===== config.mk =====
export PLATFORM = sky130hd
export DESIGN_NAME = edge_capture_bank
export DESIGN_NICKNAME = d
export VERILOG_FILES = /design/src/rtl/ecap_pkg.sv /design/src/rtl/ecap_sync.sv /design/src/rtl/ecap_edge_fsm.sv /design/src/rtl/ecap_ctrl.sv /design/src/rtl/ecap_store.sv /design/src/rtl/edge_capture_bank.sv
export SDC_FILE = /design/constraint.sdc
export NUM_CORES = 1
export LEC_CHECK = 0
export BUFFER_PORTS_ARGS = -buffer_cell sky130_fd_sc_hd__buf_4
export CORE_UTILIZATION = 30
export CTS_CLUSTER_DIAMETER = 200
export DETAILED_ROUTE_END_ITERATION = 12
export PLACE_DENSITY = 0.51
export SLEW_MARGIN = 10
export SYNTH_ARGS = -nofsm -noshare
export SYNTH_HDL_FRONTEND = slang
export SYNTH_SLANG_ARGS = --single-unit

===== constraint.sdc =====
create_clock -name clk -period 2.16 [get_ports clk]
set_input_delay 0 -clock clk [delete_from_list [all_inputs] [get_ports clk]]
set_output_delay 0 -clock clk [all_outputs]
set_load 0.05 [all_outputs]

===== src/rtl/ecap_pkg.sv =====
package ecap_pkg;

    typedef enum logic {
        LVL_LOW  = 1'b0,
        LVL_HIGH = 1'b1
    } lvl_state_t;

    typedef enum logic {
        ROLE_COMPARE = 1'b0,
        ROLE_CAPTURE = 1'b1
    } share_role_t;

    localparam logic [1:0] SEL_OFF  = 2'b00;
    localparam logic [1:0] SEL_RISE = 2'b01;
    localparam logic [1:0] SEL_FALL = 2'b10;
    localparam logic [1:0] SEL_BOTH = 2'b11;

endpackage


===== src/rtl/ecap_sync.sv =====
module ecap_sync #(
    parameter int STAGES = 2
) (
    input  logic clk,
    input  logic rst_n,
    input  logic d_i,
    output logic q_o
);
    logic [STAGES-1:0] chain_q;

    generate
        if (STAGES == 1) begin : g_one
            always_ff @(posedge clk or negedge rst_n) begin
                if (!rst_n) chain_q <= '0;
                else        chain_q <= d_i;
            end
        end else begin : g_many
            always_ff @(posedge clk or negedge rst_n) begin
                if (!rst_n) chain_q <= '0;
                else        chain_q <= {chain_q[STAGES-2:0], d_i};
            end
        end
    endgenerate

    assign q_o = chain_q[STAGES-1];
endmodule


===== src/rtl/ecap_edge_fsm.sv =====
module ecap_edge_fsm
    import ecap_pkg::*;
(
    input  logic       clk,
    input  logic       rst_n,
    input  logic       lvl_i,
    input  logic [1:0] sel_i,
    input  logic       enable_i,
    output logic       hit_o
);
    lvl_state_t state_q, state_d;
    logic rise, fall;

    always_ff @(posedge clk or negedge rst_n) begin
        if (!rst_n) state_q <= LVL_LOW;
        else        state_q <= state_d;
    end

    always_comb begin
        state_d = state_q;
        rise    = 1'b0;
        fall    = 1'b0;
        unique case (state_q)
            LVL_LOW: begin
                if (lvl_i) begin
                    state_d = LVL_HIGH;
                    rise    = 1'b1;
                end
            end
            LVL_HIGH: begin
                if (!lvl_i) begin
                    state_d = LVL_LOW;
                    fall    = 1'b1;
                end
            end
            default: state_d = LVL_LOW;
        endcase
    end

    always_comb begin
        unique case (sel_i)
            SEL_OFF:  hit_o = 1'b0;
            SEL_RISE: hit_o = enable_i && rise;
            SEL_FALL: hit_o = enable_i && fall;
            SEL_BOTH: hit_o = enable_i && (rise || fall);
            default:  hit_o = 1'b0;
        endcase
    end
endmodule


===== src/rtl/ecap_ctrl.sv =====
module ecap_ctrl
    import ecap_pkg::*;
#(
    parameter int NUM_CH = 4
) (
    input  logic                  clk,
    input  logic                  rst_n,
    input  logic                  sel_we,
    input  logic                  ien_we,
    input  logic                  role_we,
    input  logic [2*NUM_CH-1:0]   sel_wdata,
    input  logic [NUM_CH-1:0]     ien_wdata,
    input  logic                  role_wdata,
    output logic [2*NUM_CH-1:0]   sel_o,
    output logic [NUM_CH-1:0]     ien_o,
    output share_role_t           role_o
);
    always_ff @(posedge clk or negedge rst_n) begin
        if (!rst_n) begin
            sel_o <= '0;
            ien_o <= '0;
        end else begin
            if (sel_we) sel_o <= sel_wdata;
            if (ien_we) ien_o <= ien_wdata;
        end
    end

    always_ff @(posedge clk or negedge rst_n) begin
        if (!rst_n)       role_o <= ROLE_COMPARE;
        else if (role_we) role_o <= role_wdata ? ROLE_CAPTURE : ROLE_COMPARE;
    end
endmodule


===== src/rtl/ecap_store.sv =====
module ecap_store #(
    parameter int NUM_CH = 4,
    parameter int CNT_W  = 16
) (
    input  logic                     clk,
    input  logic                     rst_n,
    input  logic [NUM_CH-1:0]        hit_i,
    input  logic [CNT_W-1:0]         count_i,
    input  logic [NUM_CH-1:0]        clr_mask_i,
    input  logic                     shared_we_i,
    input  logic [CNT_W-1:0]         wdata_i,
    output logic [NUM_CH*CNT_W-1:0]  cap_flat_o,
    output logic [NUM_CH-1:0]        flag_o
);
    localparam int SH = NUM_CH - 1;

    logic [CNT_W-1:0] cap_q [NUM_CH];

    generate
        for (genvar i = 0; i < NUM_CH; i++) begin : g_cap
            if (i == SH) begin : g_shared
                always_ff @(posedge clk or negedge rst_n) begin
                    if (!rst_n)          cap_q[i] <= '1;
                    else if (hit_i[i])   cap_q[i] <= count_i;
                    else if (shared_we_i) cap_q[i] <= wdata_i;
                end
            end else begin : g_plain
                always_ff @(posedge clk or negedge rst_n) begin
                    if (!rst_n)        cap_q[i] <= '1;
                    else if (hit_i[i]) cap_q[i] <= count_i;
                end
            end
            assign cap_flat_o[i*CNT_W +: CNT_W] = cap_q[i];
        end
    endgenerate

    always_ff @(posedge clk or negedge rst_n) begin
        if (!rst_n) flag_o <= '0;
        else        flag_o <= (flag_o & ~clr_mask_i) | hit_i;
    end
endmodule


===== src/rtl/edge_capture_bank.sv =====
module edge_capture_bank
    import ecap_pkg::*;
#(
    parameter int NUM_CH   = 4,
    parameter int CNT_W    = 16,
    parameter int SYNC_LEN = 2,
    parameter int ADDR_W   = $clog2(NUM_CH + 4)
) (
    input  logic              clk,
    input  logic              rst_n,
    input  logic [CNT_W-1:0]  count_in,
    input  logic [NUM_CH-1:0] pin_in,
    input  logic              freeze_i,
    input  logic              bus_wr,
    input  logic [ADDR_W-1:0] bus_addr,
    input  logic [CNT_W-1:0]  bus_wdata,
    output logic [CNT_W-1:0]  bus_rdata,
    output logic [NUM_CH-1:0] flag_o,
    output logic [NUM_CH-1:0] irq_o
);
    localparam int SH = NUM_CH - 1;
    localparam logic [ADDR_W-1:0] A_SEL  = ADDR_W'(NUM_CH);
    localparam logic [ADDR_W-1:0] A_IEN  = ADDR_W'(NUM_CH + 1);
    localparam logic [ADDR_W-1:0] A_FLG  = ADDR_W'(NUM_CH + 2);
    localparam logic [ADDR_W-1:0] A_ROLE = ADDR_W'(NUM_CH + 3);
    localparam logic [ADDR_W-1:0] A_SH   = ADDR_W'(SH);

    logic [NUM_CH-1:0]       lvl_sync;
    logic [NUM_CH-1:0]       hit_eff;
    logic [2*NUM_CH-1:0]     sel_q;
    logic [NUM_CH-1:0]       ien_q;
    share_role_t             role_q;
    logic [NUM_CH*CNT_W-1:0] cap_flat;
    logic [NUM_CH-1:0]       clr_mask;
    logic                    shared_we;

    generate
        for (genvar i = 0; i < NUM_CH; i++) begin : g_ch
            logic ch_en;
            if (i == SH) begin : g_en_sh
                assign ch_en = (role_q == ROLE_CAPTURE);
            end else begin : g_en_pl
                assign ch_en = 1'b1;
            end

            ecap_sync #(.STAGES(SYNC_LEN)) u_sync (
                .clk   (clk),
                .rst_n (rst_n),
                .d_i   (pin_in[i]),
                .q_o   (lvl_sync[i])
            );

            ecap_edge_fsm u_edge (
                .clk      (clk),
                .rst_n    (rst_n),
                .lvl_i    (lvl_sync[i]),
                .sel_i    (sel_q[2*i +: 2]),
                .enable_i (ch_en),
                .hit_o    (hit_eff[i])
            );
        end
    endgenerate

    ecap_ctrl #(.NUM_CH(NUM_CH)) u_ctrl (
        .clk        (clk),
        .rst_n      (rst_n),
        .sel_we     (bus_wr && bus_addr == A_SEL),
        .ien_we     (bus_wr && bus_addr == A_IEN),
        .role_we    (bus_wr && bus_addr == A_ROLE),
        .sel_wdata  (bus_wdata[2*NUM_CH-1:0]),
        .ien_wdata  (bus_wdata[NUM_CH-1:0]),
        .role_wdata (bus_wdata[0]),
        .sel_o      (sel_q),
        .ien_o      (ien_q),
        .role_o     (role_q)
    );

    assign clr_mask  = (bus_wr && bus_addr == A_FLG) ? bus_wdata[NUM_CH-1:0] : '0;
    assign shared_we = bus_wr && (bus_addr == A_SH) &&
                       ((role_q == ROLE_COMPARE) || freeze_i);

    ecap_store #(.NUM_CH(NUM_CH), .CNT_W(CNT_W)) u_store (
        .clk         (clk),
        .rst_n       (rst_n),
        .hit_i       (hit_eff),
        .count_i     (count_in),
        .clr_mask_i  (clr_mask),
        .shared_we_i (shared_we),
        .wdata_i     (bus_wdata),
        .cap_flat_o  (cap_flat),
        .flag_o      (flag_o)
    );

    assign irq_o = flag_o & ien_q;

    always_comb begin
        bus_rdata = '0;
        for (int i = 0; i < NUM_CH; i++) begin
            if (bus_addr == ADDR_W'(i)) bus_rdata = cap_flat[i*CNT_W +: CNT_W];
        end
        if (bus_addr == A_SEL)  bus_rdata = CNT_W'(sel_q);
        if (bus_addr == A_IEN)  bus_rdata = CNT_W'(ien_q);
        if (bus_addr == A_FLG)  bus_rdata = CNT_W'(flag_o);
        if (bus_addr == A_ROLE) bus_rdata = CNT_W'(role_q);
    end
endmodule


==> flow_metrics.tcl <==
set metrics [dict create \
    grt_max_degree 53 \
    die_w_um 126 \
    grt_antenna_before_repair 0 \
    syn_nets 385 \
    period_share_pct 81.3 \
    n_fill_cell 1427 \
    path_class "reg -> reg" \
    dr.pass1.iters 4 \
    final_layout_size_suffix_gt1_share_pct 61.5 \
    root_buffer "clkbuf_16" \
    p_clk_share_pct 23.7 \
    min_period_ps 1760 \
    reg2reg_slack_ps 400 \
    via_count 3030 \
    fin_skew_ps 6.69 \
    swShare_pct 29.6 \
    cts_hold_buf 31 \
    clock_path_buffers 2 \
    cts-htree-levels 3 \
    ant_nets 0 \
    fin_nets 490 \
    clk_pin_slew_ps 70 \
    finalPower_w 0.00749 \
    p_int_w 0.00527 \
    power.leakage_nw 2.51 \
    drt-initial-drc-count 90 \
    synth_edf_count 0 \
    status "finished, final reports clean" \
    dieHeight_um 126 \
    syn-instance-count 334 \
    start_kind "flop" \
    p_sw_w 0.00222 \
    pwr-share-comb_pct 32.9 \
    synth.area.top_cells "dfstp_2 (36%), mux2_2 (23%), dfrtp_1 (16%)" \
    setup_viol 0 \
    ir_drop_mv 0.527 \
    arrival_ps 2030 \
    seqCellArea_sq_um 2410 \
    yosysTopAreaCell "dfstp_2" \
    final-hold-violation-count 0 \
    grt_pass1_vias 3188 \
    ys_seq_elements 93 \
    syn_to_final_growth_pct 30.2 \
    p_seq_share_pct 43.4 \
    avgViaCountPerCell 4.79 \
    worstMarginPinSlew_ps 683 \
    drv_slew 0 \
    hpwl_um 7370 \
    ys_types 41 \
    numCtsBuffers 9 \
    pin_count 67 \
    ys.flop_type "dfstp_2" \
    ys_seq_area_share_pct 52.1 \
    power.density_nw_per_um2 1240 \
    fin_tns_setup_ps 0 \
    initial_core_util_pct 30.5 \
    rows 45 \
    synthArstFlopShare_pct 100 \
    ys_warn_count 0 \
    rsz0062_at_grt "false" \
    grt_pass1_wl_um 17900 \
    maxCapViolations 0 \
    crit_path_end_kind "flop" \
    place_congestion 0.723 \
    avgSynthCellArea_sq_um 13.8 \
    required_ps 2440 \
    numClockSinks 93 \
    core_area_sq_um 15100 \
    slew_headroom_pct 54.4 \
    multiInputGateArea_sq_um 2080 \
    hp-class "in -> reg" \
    yosys-top-cells-count "mux2_2 (93), dfstp_2 (64), dfrtp_1 (29)" \
    wl_um 11000 \
    drc 0 \
    clk_latency_ps 350 \
    overflow 0 \
    yosys.area.top_type_share_pct 36.4 \
    postCtsSetupBuffers 0 \
    wl_per_cell_um 17.4 \
    cts_tree "built" \
    worstPathMaxFanout 17 \
    die-area_sq_um 15900 \
    cts_resized 0 \
    fmax_mhz 569 \
    synth.cell_area_sq_um 4620 \
    synth.most_common_cell "mux2_2" \
    grtUsageTotal_pct 14.9 \
    port_buffers 66 \
    antenna_cells 0 \
]
final cells by class:
| type | instances | share of cell area (%) |
|---|---|---|
| clock inverters | 5 | 1.35 |
| clock buffers | 11 | 4.22 |
| repair buffers | 109 | 15.3 |
| well taps | 188 | 3.91 |
| inverters | 11 | 0.686 |
| flip-flops and latches | 93 | 40.0 |
| multi-input cells | 215 | 34.5 |
critical path, cell delays in order (launching register included):
cell	delay [ps]
dfrtp_1	360
inv_1	50
ha_1	270
nand2_1	50
o211a_1	140
o21ai_2	120
buf_4	310
mux2_2	380
state kept, by name (all words and copies together), names as in the netlist:
register,cells
u_store.cap_flat_o,64
u_ctrl.sel_o,8
u_ctrl.ien_o,4
g_ch.u_sync.chain_q,8
g_ch.u_edge.state_q,4
u_store.flag_o,4
u_ctrl.role_o,1
final timing paths:
| path | startpoint | endpoint | cells after the start |
|---|---|---|---|
| max in group asynchronous | rst_n | u_store.cap_flat_o[46] | 3 |
| min in group asynchronous | rst_n | u_ctrl.ien_o[0] | 2 |
| hold reg to reg | g_ch[0].u_sync.chain_q[0] | g_ch[0].u_sync.chain_q[1] | 0 |
| setup reg to reg | g_ch[3].u_edge.state_q | u_store.cap_flat_o[55] | 7 |
| setup / recovery | g_ch[3].u_edge.state_q | u_store.cap_flat_o[55] | 7 |
| hold / removal | bus_wdata[12] | u_store.cap_flat_o[60] | 3 |
cells in the final DEF (no fill, tap or decap), types with 2 or more instances in the layout:
master	Yosys	routed
mux2_2	93	93
buf_4	7	76
dfstp_2	64	64
dlygate4sd3_1	0	31
dfrtp_1	29	29
nor2b_1	17	17
nand2_1	15	15
mux2i_1	12	12
inv_1	11	11
mux4_2	10	10
clkbuf_16	0	10
a21oi_1	9	9
ha_1	8	8
nor2_1	7	7
o21ai_2	4	4
and2_1	4	4
o22ai_1	3	3
o21ai_1	3	3
a21o_1	3	3
or2_2	2	2
o21ai_0	2	2
a32o_1	2	2
o211ai_1	2	2
o21a_1	2	2
nand3_1	2	2
bufinv_16	0	2
buf_12	0	2
kinds of logic after synthesis:
kind of cell | after synthesis | synth area share [%]
flops | 93 | 52.1
simple gates | 55 | 6.96
fa+ha+maj | 8 | 2.17
compound gates | 36 | 5.44
mux | 116 | 30.4
buf+inv | 26 | 2.98
routing by layer:
metal / wire length, um / vias to the layer above / GRT usage [%]
met1: 5140 / 1553 / 19.2
met5: 0 / - / 0
met3: 444 / 8 / 4.25
li1: - / 1403 / -
met4: 80 / 0 / 2.98
met2: 5350 / 66 / 25.0
power by group through the flow:
stage                     Clock, W  Combinational [W]  Sequential, W
after detailed placement         0            0.00244        0.00329
after global routing       0.00190            0.00264        0.00336
after global placement           0            0.00240        0.00326
after floorplan                  0            0.00180        0.00320
after CTS                  0.00184            0.00250        0.00326
final                      0.00178            0.00246        0.00325
per-stage QoR:
step                instance area [sq um]  instances  hold slack (ps)  utilization, %  setup WS (ps)
floorplan                            4620        334             -296               -            385
global placement                     5370        585             89.6            35.5            439
detailed placement                   5370        585              102            35.5            391
CTS                                  6020        632            0.356            39.7            386
global route                         6020        632             11.8            39.7            299
finish                               6020        632             13.0            39.7            404
Note: power is estimated with default switching activity, not from simulation.
